`src/rtl/cfg_latch_pkg.sv`:
```
package cfg_latch_pkg;
  localparam int CH_N   = 2;
  localparam int RX_IDX = 0;
  localparam int TX_IDX = 1;
  // safe values of the stored bus words
  localparam logic [CH_N-1:0] OE_SAFE   = '0;
  localparam logic [CH_N-1:0] BIST_SAFE = '1;
  localparam logic            PWR_SAFE  = 1'b0;
endpackage

```
`src/rtl/cfg_strobe_latch.sv`:
```
module cfg_strobe_latch #(
  parameter int           W       = 2,
  parameter logic [W-1:0] RST_VAL = '0
) (
  input  logic         clk,
  input  logic         rst,
  input  logic         stb,
  input  logic [W-1:0] d,
  output logic [W-1:0] q
);
  always_ff @(posedge clk) begin
    if (stb)      q <= d;
    else if (rst) q <= RST_VAL;
  end


  load_follow_chk: assert property (@(posedge clk) disable iff (rst)
    stb |=> q == $past(d));

  hold_closed_chk: assert property (@(posedge clk) disable iff (rst)
    !stb |=> $stable(q));

  rst_closed_chk: assert property (@(posedge clk)
    (rst && !stb) |=> q == RST_VAL);
endmodule

```
`src/rtl/cfg_link_fault.sv`:
```
module cfg_link_fault #(
  parameter int N_TERM = 4
) (
  input  logic              clk,
  input  logic              rst,
  input  logic [N_TERM-1:0] terms,
  output logic              fault_n
);
  always_ff @(posedge clk) begin
    if (rst) fault_n <= 1'b0;
    else     fault_n <= ~(|terms);
  end
endmodule

```
`src/rtl/cfg_latch_bank.sv`:
```
module cfg_latch_bank
  import cfg_latch_pkg::*;
#(
  parameter int BUS_W = CH_N
) (
  input  logic             clk,
  input  logic             rst,
  input  logic [BUS_W-1:0] cfg_bus,
  input  logic             oe_stb,
  input  logic             bist_stb,
  input  logic             rxpwr_stb,
  input  logic             freq_err,
  input  logic             amp_low,
  input  logic             dens_low,
  output logic [BUS_W-1:0] drv_en,
  output logic             tx_bist_en,
  output logic             rx_bist_en,
  output logic             rx_pwr_en,
  output logic             link_fault_n
);
  localparam int N_TERM = 4;

  logic [BUS_W-1:0] oe_q, bist_q;
  logic [0:0]       pwr_q;
  logic [N_TERM-1:0] fault_terms;

  cfg_strobe_latch #(.W(BUS_W), .RST_VAL(OE_SAFE)) oe_lat_i (
    .clk(clk), .rst(rst), .stb(oe_stb), .d(cfg_bus), .q(oe_q));

  cfg_strobe_latch #(.W(BUS_W), .RST_VAL(BIST_SAFE)) bist_lat_i (
    .clk(clk), .rst(rst), .stb(bist_stb), .d(cfg_bus), .q(bist_q));

  cfg_strobe_latch #(.W(1), .RST_VAL(PWR_SAFE)) pwr_lat_i (
    .clk(clk), .rst(rst), .stb(rxpwr_stb), .d(cfg_bus[RX_IDX]), .q(pwr_q));

  assign drv_en     = oe_q;
  assign tx_bist_en = ~bist_q[TX_IDX];
  assign rx_bist_en = ~bist_q[RX_IDX];
  assign rx_pwr_en  = pwr_q[0];

  assign fault_terms = {~pwr_q[0], dens_low, amp_low, freq_err};

  cfg_link_fault #(.N_TERM(N_TERM)) fault_i (
    .clk(clk), .rst(rst), .terms(fault_terms), .fault_n(link_fault_n));


  bist_pol_chk: assert property (@(posedge clk) disable iff (rst)
    (bist_stb && !cfg_bus[RX_IDX]) |=> rx_bist_en);

  rxpwr_load_chk: assert property (@(posedge clk) disable iff (rst)
    rxpwr_stb |=> rx_pwr_en == $past(cfg_bus[RX_IDX]));

  status_fault_chk: assert property (@(posedge clk) disable iff (rst)
    (freq_err || amp_low || dens_low) |=> !link_fault_n);

  pwr_off_fault_chk: assert property (@(posedge clk) disable iff (rst)
    !rx_pwr_en |=> !link_fault_n);

  oe_indep_chk: assert property (@(posedge clk) disable iff (rst)
    (!oe_stb && (bist_stb || rxpwr_stb)) |=> $stable(drv_en));
endmodule

```
`config.mk`:
```
export PLATFORM = sky130hd
export DESIGN_NAME = cfg_latch_bank
export DESIGN_NICKNAME = d
export VERILOG_FILES = /design/src/rtl/cfg_latch_pkg.sv /design/src/rtl/cfg_strobe_latch.sv /design/src/rtl/cfg_link_fault.sv /design/src/rtl/cfg_latch_bank.sv
export SDC_FILE = /design/constraint.sdc
export NUM_CORES = 1
export LEC_CHECK = 0
export BUFFER_PORTS_ARGS = -buffer_cell sky130_fd_sc_hd__buf_2
export CAP_MARGIN = 20
export CORE_AREA = 3 3 40 42
export CTS_CLUSTER_DIAMETER = 60
export CTS_CLUSTER_SIZE = 16
export DETAILED_ROUTE_END_ITERATION = 8
export DIE_AREA = 0 0 43 45
export SYNTH_ARGS = -nofsm -noshare
export SYNTH_HDL_FRONTEND = slang
export SYNTH_SLANG_ARGS = --single-unit
```
`constraint.sdc`:
```
create_clock -name clk -period 2 [get_ports clk]
set_input_delay 0.4 -clock clk [delete_from_list [all_inputs] [get_ports clk]]
set_output_delay 0.4 -clock clk [all_outputs]
set_load 0.03 [all_outputs]
```
* After elaboration in Yosys (flattened, before gate mapping) *
Index checks and enable logic that the tools add are counted.

word-level totals
  output and inout bits = 6
  input bits = 10
  register bits = 6

cells by class
  reductions and logical operators = 4
  bitwise logic cells = 4
  multiplexer cells = 6

operators by type and width
  operator            count
  two-way mux 2 bit   4
  nonzero test 2 bit  3
  NOT 1 bit           4
  OR reduction 4 bit  1
  two-way mux 1 bit   2

* Longest topological paths before layout *
Gate-level depths: netlist (run 1).

  depth after elaboration = 3
  depth in mapped cells = 2

* By module *
A second synthesis (run 1) with hierarchy kept.

second synthesis, totals
  cell total of the unflattened synthesis = 19
  area total of the unflattened synthesis = 246.5 µm²

modules (own cells, without submodules)
  module                          area an instance (µm²)  sequential area each (µm²)  cells each  times used
  cfg_strobe_latch at oe_lat_i    81.3                    60.1                        5           1
  cfg_strobe_latch at bist_lat_i  78.8                    60.1                        5           1
  cfg_strobe_latch at pwr_lat_i   43.8                    30.0                        3           1
  cfg_link_fault                  31.3                    20.0                        3           1
  cfg_latch_bank                  11.3                    0.0                         3           1

* Least setup slack after synthesis (run 1) *
OpenSTA, ideal clock, no wires.

  path type = input-to-reg
  start point = input port oe_stb
  end point = register oe_lat_i.q[0], enable pin
  setup time = 253 ps
  slack = 1057 ps
  data arrival time = 690 ps
  required time = 1747 ps
  stages on the path = 1
  cells stage by stage = or2_2

between the ends
  word-level cells in the longest chain between the ends = 1

RTL lines
  what                                 line                    source
  from (decl)                          cfg_latch_bank.sv:9     input logic oe_stb,
  nonzero test 2 bit (no source line)  n/a
  to (signal assigned)                 cfg_strobe_latch.sv:12  if (stb) q <= d;
  to (signal assigned)                 cfg_strobe_latch.sv:13  else if (rst) q <= RST_VAL;
  to (decl)                            cfg_strobe_latch.sv:9   output logic [W-1:0] q

No other way between the ends.
A chain may end at the register's enable or synchronous reset.

* Worst setup path in the final report (run 1) *
  start point = register bist_lat_i.q[1]
  end point = output port tx_bist_en

between the ends
  word-level cells in the longest chain between the ends = 1

RTL lines
  what                    line                    source
  from (decl)             cfg_strobe_latch.sv:9
  from (signal assigned)  cfg_strobe_latch.sv:12
  from (signal assigned)  cfg_strobe_latch.sv:13
  NOT 1 bit               cfg_latch_bank.sv:37    assign tx_bist_en = ~bist_q[TX_IDX];
  to (decl)               cfg_latch_bank.sv:16    output logic tx_bist_en,

No other way between the ends.

==> run metrics, run 1 <==
Worst Hold Class in -> reg; simple-gate share of the synthesized area 27.9%; GP Congestion 0.639; Final Skew 0.0000481 ns; hold path endpoint fault_i.fault_n; hold depth 2; crit-path cells inv_1 > buf_2; WP data arrival 0.85 ns; syn_nets 28; Setup crit end kind output port; worst rel slew slack 88.2%; Synth cell types 8; cells after synthesis 18; CP Launch Type register; slew at the pin closest to its max-slew limit 0.176 ns; All-Layer GR Usage 5.96%; pins over their slew limit 0; status finished clean; Die Footprint 0.00194 mm²; Area Growth Syn to Fin 48.7%; Non-Filler Instances 52; Via density 3.75; FF-to-FF Start pwr_lat_i.q; Worst path slowest cell edfxtp_1; Worst-Skew Late Latency 0.24 ns; WL/cell 9.65 µm; post-synthesis cell area 246 µm²; PwrDens 881 mW/mm²; n_diodes 0; Die Height 45 µm; endpoints failing hold 0; MaxCap Viol Count 0; Tmin final 1.25 ns; initial antenna violation count 0; Ys Warns 0; commonest cells after routing, fill and taps aside 15 x buf_2, 5 x edfxtp_1, 3 x and2_1, 3 x nand2b_1, 3 x clkbuf_4; CP max stage delay 0.36 ns; Crit Reg-Reg Endpoint fault_i.fault_n; Core Area 0.00128 mm²; register area share after synthesis 69.0%; H-tree Lvls 1; vias in the first global route 168; peak supply drop 0.000236 V; drt initial violations 4; Max Buffers Root-to-Sink 2; starting density of the core 19.2%; final setup fails 0; placed insts 48; LEAKAGE 0.171 nW; Via Count 195; HP Start dens_low; design area 367 µm²; Buf/Inv on CP 2; Setup Fix Bufs, Post-CTS 0; RSZ-0062 raised after global routing no; Num CTS Buffers 3; CTS resizes 0; # port buffers 15; XOR/XNOR Fraction of Synth Area 0%; combinational family with the most area after synthesis simple AND/OR/NAND/NOR gates; Fmax 802 MHz; flop2flop setup slack 1.36 ns; share of cells above drive strength 1 54.1%; most common cell after layout, fill and taps aside buf_2; synthesized area per cell 13.7 µm²; DR pass1 iterations 3; CP max FO 1; die span in x 43 µm; Post-Place Cell Area 340 µm²; # rows 13; I/O pins 16; first-pass GRT wire length 765 µm; global-route congestion overflow total 0; post-synthesis adder-cell area fraction 0%; root buf cell clkbuf_4; synthesized flop and latch total 6; DRC Markers 0; DRT antenna net count 0; final wirelength 502 µm; Compound-Gate Fraction of Synth Area 0%; # nets final 48; hold slack final 0.320 ns; Final Cycle Share 62.3%; post-synthesis mux area share 0%; CTS tree yes; CTS Hold Bufs 0; Clock transition at path regs 0.05 ns; CP required 1.60 ns; clock sink count 6; critical path type reg -> out; largest net degree at the start of global routing 5; Setup TNS 0 ns; r2r worst-path depth 2; Top Family by Delay on Critical Path flip-flops
## cell usage after synthesis, drive strengths merged
cell type  instances  area [µm²]
and2               3        18.8
dfxtp              1        20.0
inv                2        7.51
nor4               1        12.5
or2                3        18.8
edfxtp             5         150
nand2b             3        18.8
## power breakdown
part | leakage (nW) | internal, mW | switching (mW)
Sequential | 0.0592 | 0.147 | 0.00346
Combinational | 0.0971 | 0.0181 | 0.0323
Clock | 0.0150 | 0.0758 | 0.0468
Total | 0.171 | 0.240 | 0.0826
## cell type report
type	instances	area [µm²]
multi-input combinational	10	68.8
fill	137	918
tap	15	18.8
sequential	6	170
timing repair buffer	15	75.1
inverter	2	7.51
clock buffer	4	26.3
## metal layers
metal	wire [µm]	GRT usage, %
met5	0	0
met4	0	5.42
met3	92	3.59
met2	170	6.29
met1	240	7.90
## worst max-delay path by stage
stage                                from       endpoint  cells after the start
after floorplan                    oe_stb  oe_lat_i.q[0]                      1
after global placement             oe_stb  oe_lat_i.q[0]                      2
after detailed placement           oe_stb  oe_lat_i.q[1]                      2
after CTS                 bist_lat_i.q[1]     tx_bist_en                      2
after global routing      bist_lat_i.q[1]     tx_bist_en                      2
final                     bist_lat_i.q[1]     tx_bist_en                      2
## cell families after synthesis
| logic type | Yosys count |
|---|---|
| buf+inv | 2 |
| flops | 6 |
| simple gates | 10 |
## worst reg2reg max path, cell delays in order (launching register included)
cell	delay, ns
edfxtp_1	0.40
nand2b_1	0.11
nor4_2	0.04
## sequential cells by signal, indices dropped and copies added (netlist names)
| register | cells |
|---|---|
| fault_i.fault_n | 1 |
| oe_lat_i.q | 2 |
| pwr_lat_i.q | 1 |
| bist_lat_i.q | 2 |
## metrics by stage
| stage | power, mW | setup slack [ns] | utilization [%] |
|---|---|---|---|
| 3_5_place_dp | 0.203 | 0.927 | 26.5 |
| 3_3_place_gp | 0.202 | 0.944 | 26.5 |
| 6_report | 0.323 | 0.753 | 28.5 |
| 2_1_floorplan | 0.181 | 1.06 | - |
| 5_1_grt | 0.343 | 0.702 | 28.5 |
| 4_1_cts | 0.329 | 0.733 | 28.5 |
Power figures use the tool's default switching activity.
==> inputs of run 2 (changes only) <==
- clock period: 2 -> 1 ns (I/O delays scaled with it)
==> run metrics, run 2 (synthesized netlist as in run 1, its figures left out) <==
FF-to-FF Start pwr_lat_i.q; status finished with violations; starting density of the core 19.2%; flop2flop setup slack 0.33 ns; Clock transition at path regs 0.05 ns; Area Growth Syn to Fin 61.4%; final setup fails 3; die span in x 43 µm; Via Count 195; DRC Markers 0; CP Launch Type register; WP data arrival 0.82 ns; Worst Hold Class in -> reg; WL/cell 9.71 µm; Num CTS Buffers 3; # port buffers 15; GP Congestion 0.639; Die Height 45 µm; Core Area 0.00128 mm²; commonest cells after routing, fill and taps aside 10 x buf_2, 5 x edfxtp_1, 5 x buf_6; RSZ-0062 raised after global routing yes; drt initial violations 4; Die Footprint 0.00194 mm²; DR pass1 iterations 3; DRT antenna net count 0; largest registers bist_lat_i.q: 2 flops, oe_lat_i.q: 2 flops; CP max stage delay 0.42 ns; Tmin final 1.02 ns; pre-CTS WS 0.127 ns; # nets final 48; Final Power 0.673 mW; initial antenna violation count 0; hold path endpoint fault_i.fault_n; hold slack final 0.120 ns; CP max FO 2; n_diodes 0; critical path type reg -> out; Final Skew 0.0000479 ns; CTS Hold Bufs 0; Worst-Skew Late Latency 0.24 ns; Via density 3.75; largest net degree at the start of global routing 5; Post-Place Cell Area 340 µm²; r2r worst-path depth 2; endpoints failing hold 0; most common cell after layout, fill and taps aside buf_2; HP Start dens_low; H-tree Lvls 1; hold depth 2; crit-path cells buf_6; fin util 31.0%; Final Cycle Share 102%; CP required 0.80 ns; failing checks negative setup slack; pins over their slew limit 0; PwrDens 1690 mW/mm²; I/O pins 16; Fmax 978 MHz; Worst path slowest cell edfxtp_1; global-route congestion overflow total 0; first-pass GRT wire length 765 µm; worst rel slew slack 88.2%; Top Family by Delay on Critical Path flip-flops; Max Buffers Root-to-Sink 2; root buf cell clkbuf_4; final wirelength 505 µm; clock sink count 6; # rows 13; LEAKAGE 0.179 nW; design area 398 µm²; All-Layer GR Usage 5.96%; Setup crit end kind output port; peak supply drop 0.000477 V; MaxCap Viol Count 0; share of cells above drive strength 1 56.8%; fill count 131; CTS tree yes; vias in the first global route 173; worst setup margin -0.0226 ns; Crit Reg-Reg Endpoint fault_i.fault_n; Buf/Inv on CP 1; slew at the pin closest to its max-slew limit 0.176 ns
## run 2: worst max-delay path by stage
stage / start / end / slack (ns) / cells past startpoint
5_1_grt: pwr_lat_i.q / rx_pwr_en / -0.05 / 1
4_1_cts: pwr_lat_i.q / rx_pwr_en / -0.03 / 1
2_1_floorplan: pwr_lat_i.q / fault_i.fault_n / 0.20 / 2
3_5_place_dp: oe_stb / oe_lat_i.q[1] / 0.13 / 2
6_report: pwr_lat_i.q / rx_pwr_en / -0.02 / 1
3_3_place_gp: oe_stb / oe_lat_i.q[1] / 0.14 / 2
## run 2: routing by layer
layer,track usage [%],share of wire [%],vias to the layer above
li1,-,-,96
met1,8.15,50,83
met2,6.29,35,16
met3,3.19,15,0
met4,5.42,0,0
met5,0,0,-
## run 2: worst reg2reg max path, delay by kind of cell, from the launching register on
family | cells | cell delay, ns
simple gates | 2 | 0.15
flops | 1 | 0.42
## run 2: metrics by stage
stage                     setup TNS, ns  instances
after detailed placement              0         48
after global placement                0         48
after CTS                       -0.0799         52
after floorplan                       0         18
after global routing             -0.193         52
final                           -0.0298         52
## run 2: power by group
group | total [mW] | leakage (nW) | internal, mW | switching [mW]
sequential | 0.304 | 0.0592 | 0.293 | 0.0101
combinational | 0.124 | 0.104 | 0.0578 | 0.0662
clock | 0.245 | 0.0150 | 0.152 | 0.0936
## run 2: cell type report
type	count	area (µm²)	share of cell area (%)
clock buffers	4	26.3	6.60
inverters	2	7.51	1.89
multi-input cells	10	68.8	17.3
flip-flops and latches	6	170	42.8
well taps	15	18.8	4.72
repair buffers	15	106	26.7
## run 2: what timing repair did
item / CTS / global route
cloned: 0 / 0
endpoints found under the setup margin: 5 / 5
setup buffers: 0 / 0
pin swaps: 0 / 0
gates resized for setup: 10 / 1
==> inputs of run 3 (changes only) <==
- SYNTH_HIERARCHICAL: not set -> 1
==> run metrics, run 3 <==
flop2flop setup slack 0.03 ns; CP required 0.80 ns; CTS tree yes; CP max FO 2; clock sink count 6; Logic pwr share 18.3%; DRT antenna net count 0; DR pass1 iterations 4; RSZ-0062 raised after global routing yes; Final Skew 0.0000701 ns; PwrDens 1680 mW/mm²; drt initial violations 4; share of cells above drive strength 1 60.5%; n_diodes 0; Tmin final 1.02 ns; Max Buffers Root-to-Sink 2; most common cell after layout, fill and taps aside buf_2; Worst Hold Class in -> reg; first-pass GRT wire length 765 µm; register area share after synthesis 69.0%; top-area cell type share of the netlist area 60.9%; LEAKAGE 0.182 nW; largest registers bist_lat_i/q: 2 flops, oe_lat_i/q: 2 flops; All-Layer GR Usage 6.04%; clock power share 36.5%; r2r worst-path depth 3; FF-to-FF Start pwr_lat_i/q; synthesized area per cell 13.0 µm²; GP Congestion 0.668; design area 398 µm²; syn_nets 29; WL/cell 9.53 µm; sw frac 24.8%; MaxCap Viol Count 0; HP Start amp_low; critical path type reg -> out; largest net degree at the start of global routing 5; die span in x 43 µm; Worst-Skew Late Latency 0.24 ns; top cells by area, synth edfxtp_1 61%, and2_2 9.1%, dfxtp_1 8.1%, or2_1 7.6%, nand2b_1 5.1%; hold path endpoint fault_i/fault_n; Via Count 201; Num CTS Buffers 3; Fmax 981 MHz; pre-CTS WS 0.0225 ns; synth cell count leaders 5 x edfxtp_1, 3 x and2_2, 3 x inv_1, 3 x or2_1, 2 x nand2b_1; # rows 13; most common cell in the netlist edfxtp_1; cells after synthesis 19; sequential share of power 45.2%; Via density 3.79; CP max stage delay 0.41 ns; Clock transition at path regs 0.05 ns; worst rel slew slack 89.1%; Setup crit end kind output port; # port buffers 15; Post-Place Cell Area 340 µm²; Synth cell types 8; DRC Markers 0; synthesized flop and latch total 6; vias in the first global route 187; slew at the pin closest to its max-slew limit 0.164 ns; failing checks negative setup slack; initial antenna violation count 0; # nets final 49; pins over their slew limit 0; Die Footprint 0.00194 mm²; final setup fails 1; Die Height 45 µm; Area Growth Syn to Fin 61.4%; NetSw 0.166 mW; Multi-input gate area 65.1 µm²; Top Family by Delay on Critical Path flip-flops; crit-path cells buf_6; peak supply drop 0.000523 V; fill count 139; hold depth 2; post-synthesis cell area 246 µm²; CP Launch Type register; Synth async-reset ratio 0%; Register Area 170 µm²; root buf cell clkbuf_4; H-tree Lvls 1; Ys Warns 6; Setup TNS -0.0189 ns; final wirelength 505 µm; global-route congestion overflow total 0; Buf/Inv on CP 1; Worst path slowest cell edfxtp_1; starting density of the core 19.2%; status finished with violations; Final Cycle Share 102%; WP data arrival 0.82 ns; Crit Reg-Reg Endpoint fault_i/fault_n; I/O pins 16; cell taking the most area after synthesis edfxtp_1; EDFF count, synth 5; Internal 0.503 mW; Setup Fix Bufs, Post-CTS 0; commonest cells after routing, fill and taps aside 10 x buf_2, 5 x edfxtp_1, 5 x buf_6; HPWL Detailed 377 µm; endpoints failing hold 0; worst setup margin -0.0189 ns; Core Area 0.00128 mm²; Synth Flop Type edfxtp_1
[run 3: changes by cell type after synthesis, sizes merged]
cell | before | now
inv | 2 | 3
nand2b | 3 | 2
nor2 | 0 | 1
nor4 | 1 | 0
or4 | 0 | 1
[run 3: how the worst max path moves through the flow]
stage / slack (ns) / from / to / cells after the start
after global routing: -0.04 / pwr_lat_i/q / rx_pwr_en / 1
after global placement: 0.04 / rst / fault_i/fault_n / 3
after detailed placement: 0.02 / rst / fault_i/fault_n / 3
after floorplan: -0.09 / pwr_lat_i/q / fault_i/fault_n / 3
after CTS: -0.03 / pwr_lat_i/q / rx_pwr_en / 1
final: -0.02 / pwr_lat_i/q / rx_pwr_en / 1
[run 3: per-layer routing]
| metal | track usage [%] | up-vias | part of all wire, % |
|---|---|---|---|
| li1 | - | 99 | - |
| met3 | 4.78 | 2 | 20 |
| met2 | 7.19 | 16 | 39 |
| met1 | 5.90 | 84 | 39 |
| met5 | 0 | - | 0 |
| met4 | 7.23 | 0 | 2.0 |
[run 3: cell families (layout without fill, tap and decap cells)]
logic type	after synthesis	count (layout)	synth area share, %
and+or+nand+nor	10	10	26.4
DFF	6	6	69.0
buffers and inverters	3	22	4.57
[run 3: metrics by stage]
stage,hold WS (ns),utilization (%),std cells,total power [mW]
CTS,0.0921,30.2,53,0.674
global placement,0.355,26.5,49,0.402
detailed placement,0.358,26.5,49,0.402
floorplan,0.267,-,19,0.361
finish,0.105,31.0,53,0.669
global route,0.0953,31.0,53,0.708
[run 3: area by class of cell]
cell class                 count  share of cell area (%)
inverter                       3                    2.83
sequential                     6                    42.8
timing repair buffer          15                    26.7
clock buffer                   4                    6.60
multi-input combinational     10                    16.4
tap                           15                    4.72
[run 3: power by group through the flow]
stage               Combinational (mW)  Sequential, mW  Clock, mW
finish                           0.122           0.303      0.244
global route                     0.130           0.303      0.275
CTS                              0.116           0.300      0.258
detailed placement              0.0994           0.302          0
global placement                0.0988           0.303          0
floorplan                       0.0336           0.328          0
[run 3: timing repair]
action,4_1_cts,5_1_grt
hold buffers,0,0
endpoints found under the setup margin,4,5
gates resized for setup,7,6
cloned,0,0
pin swaps,0,0
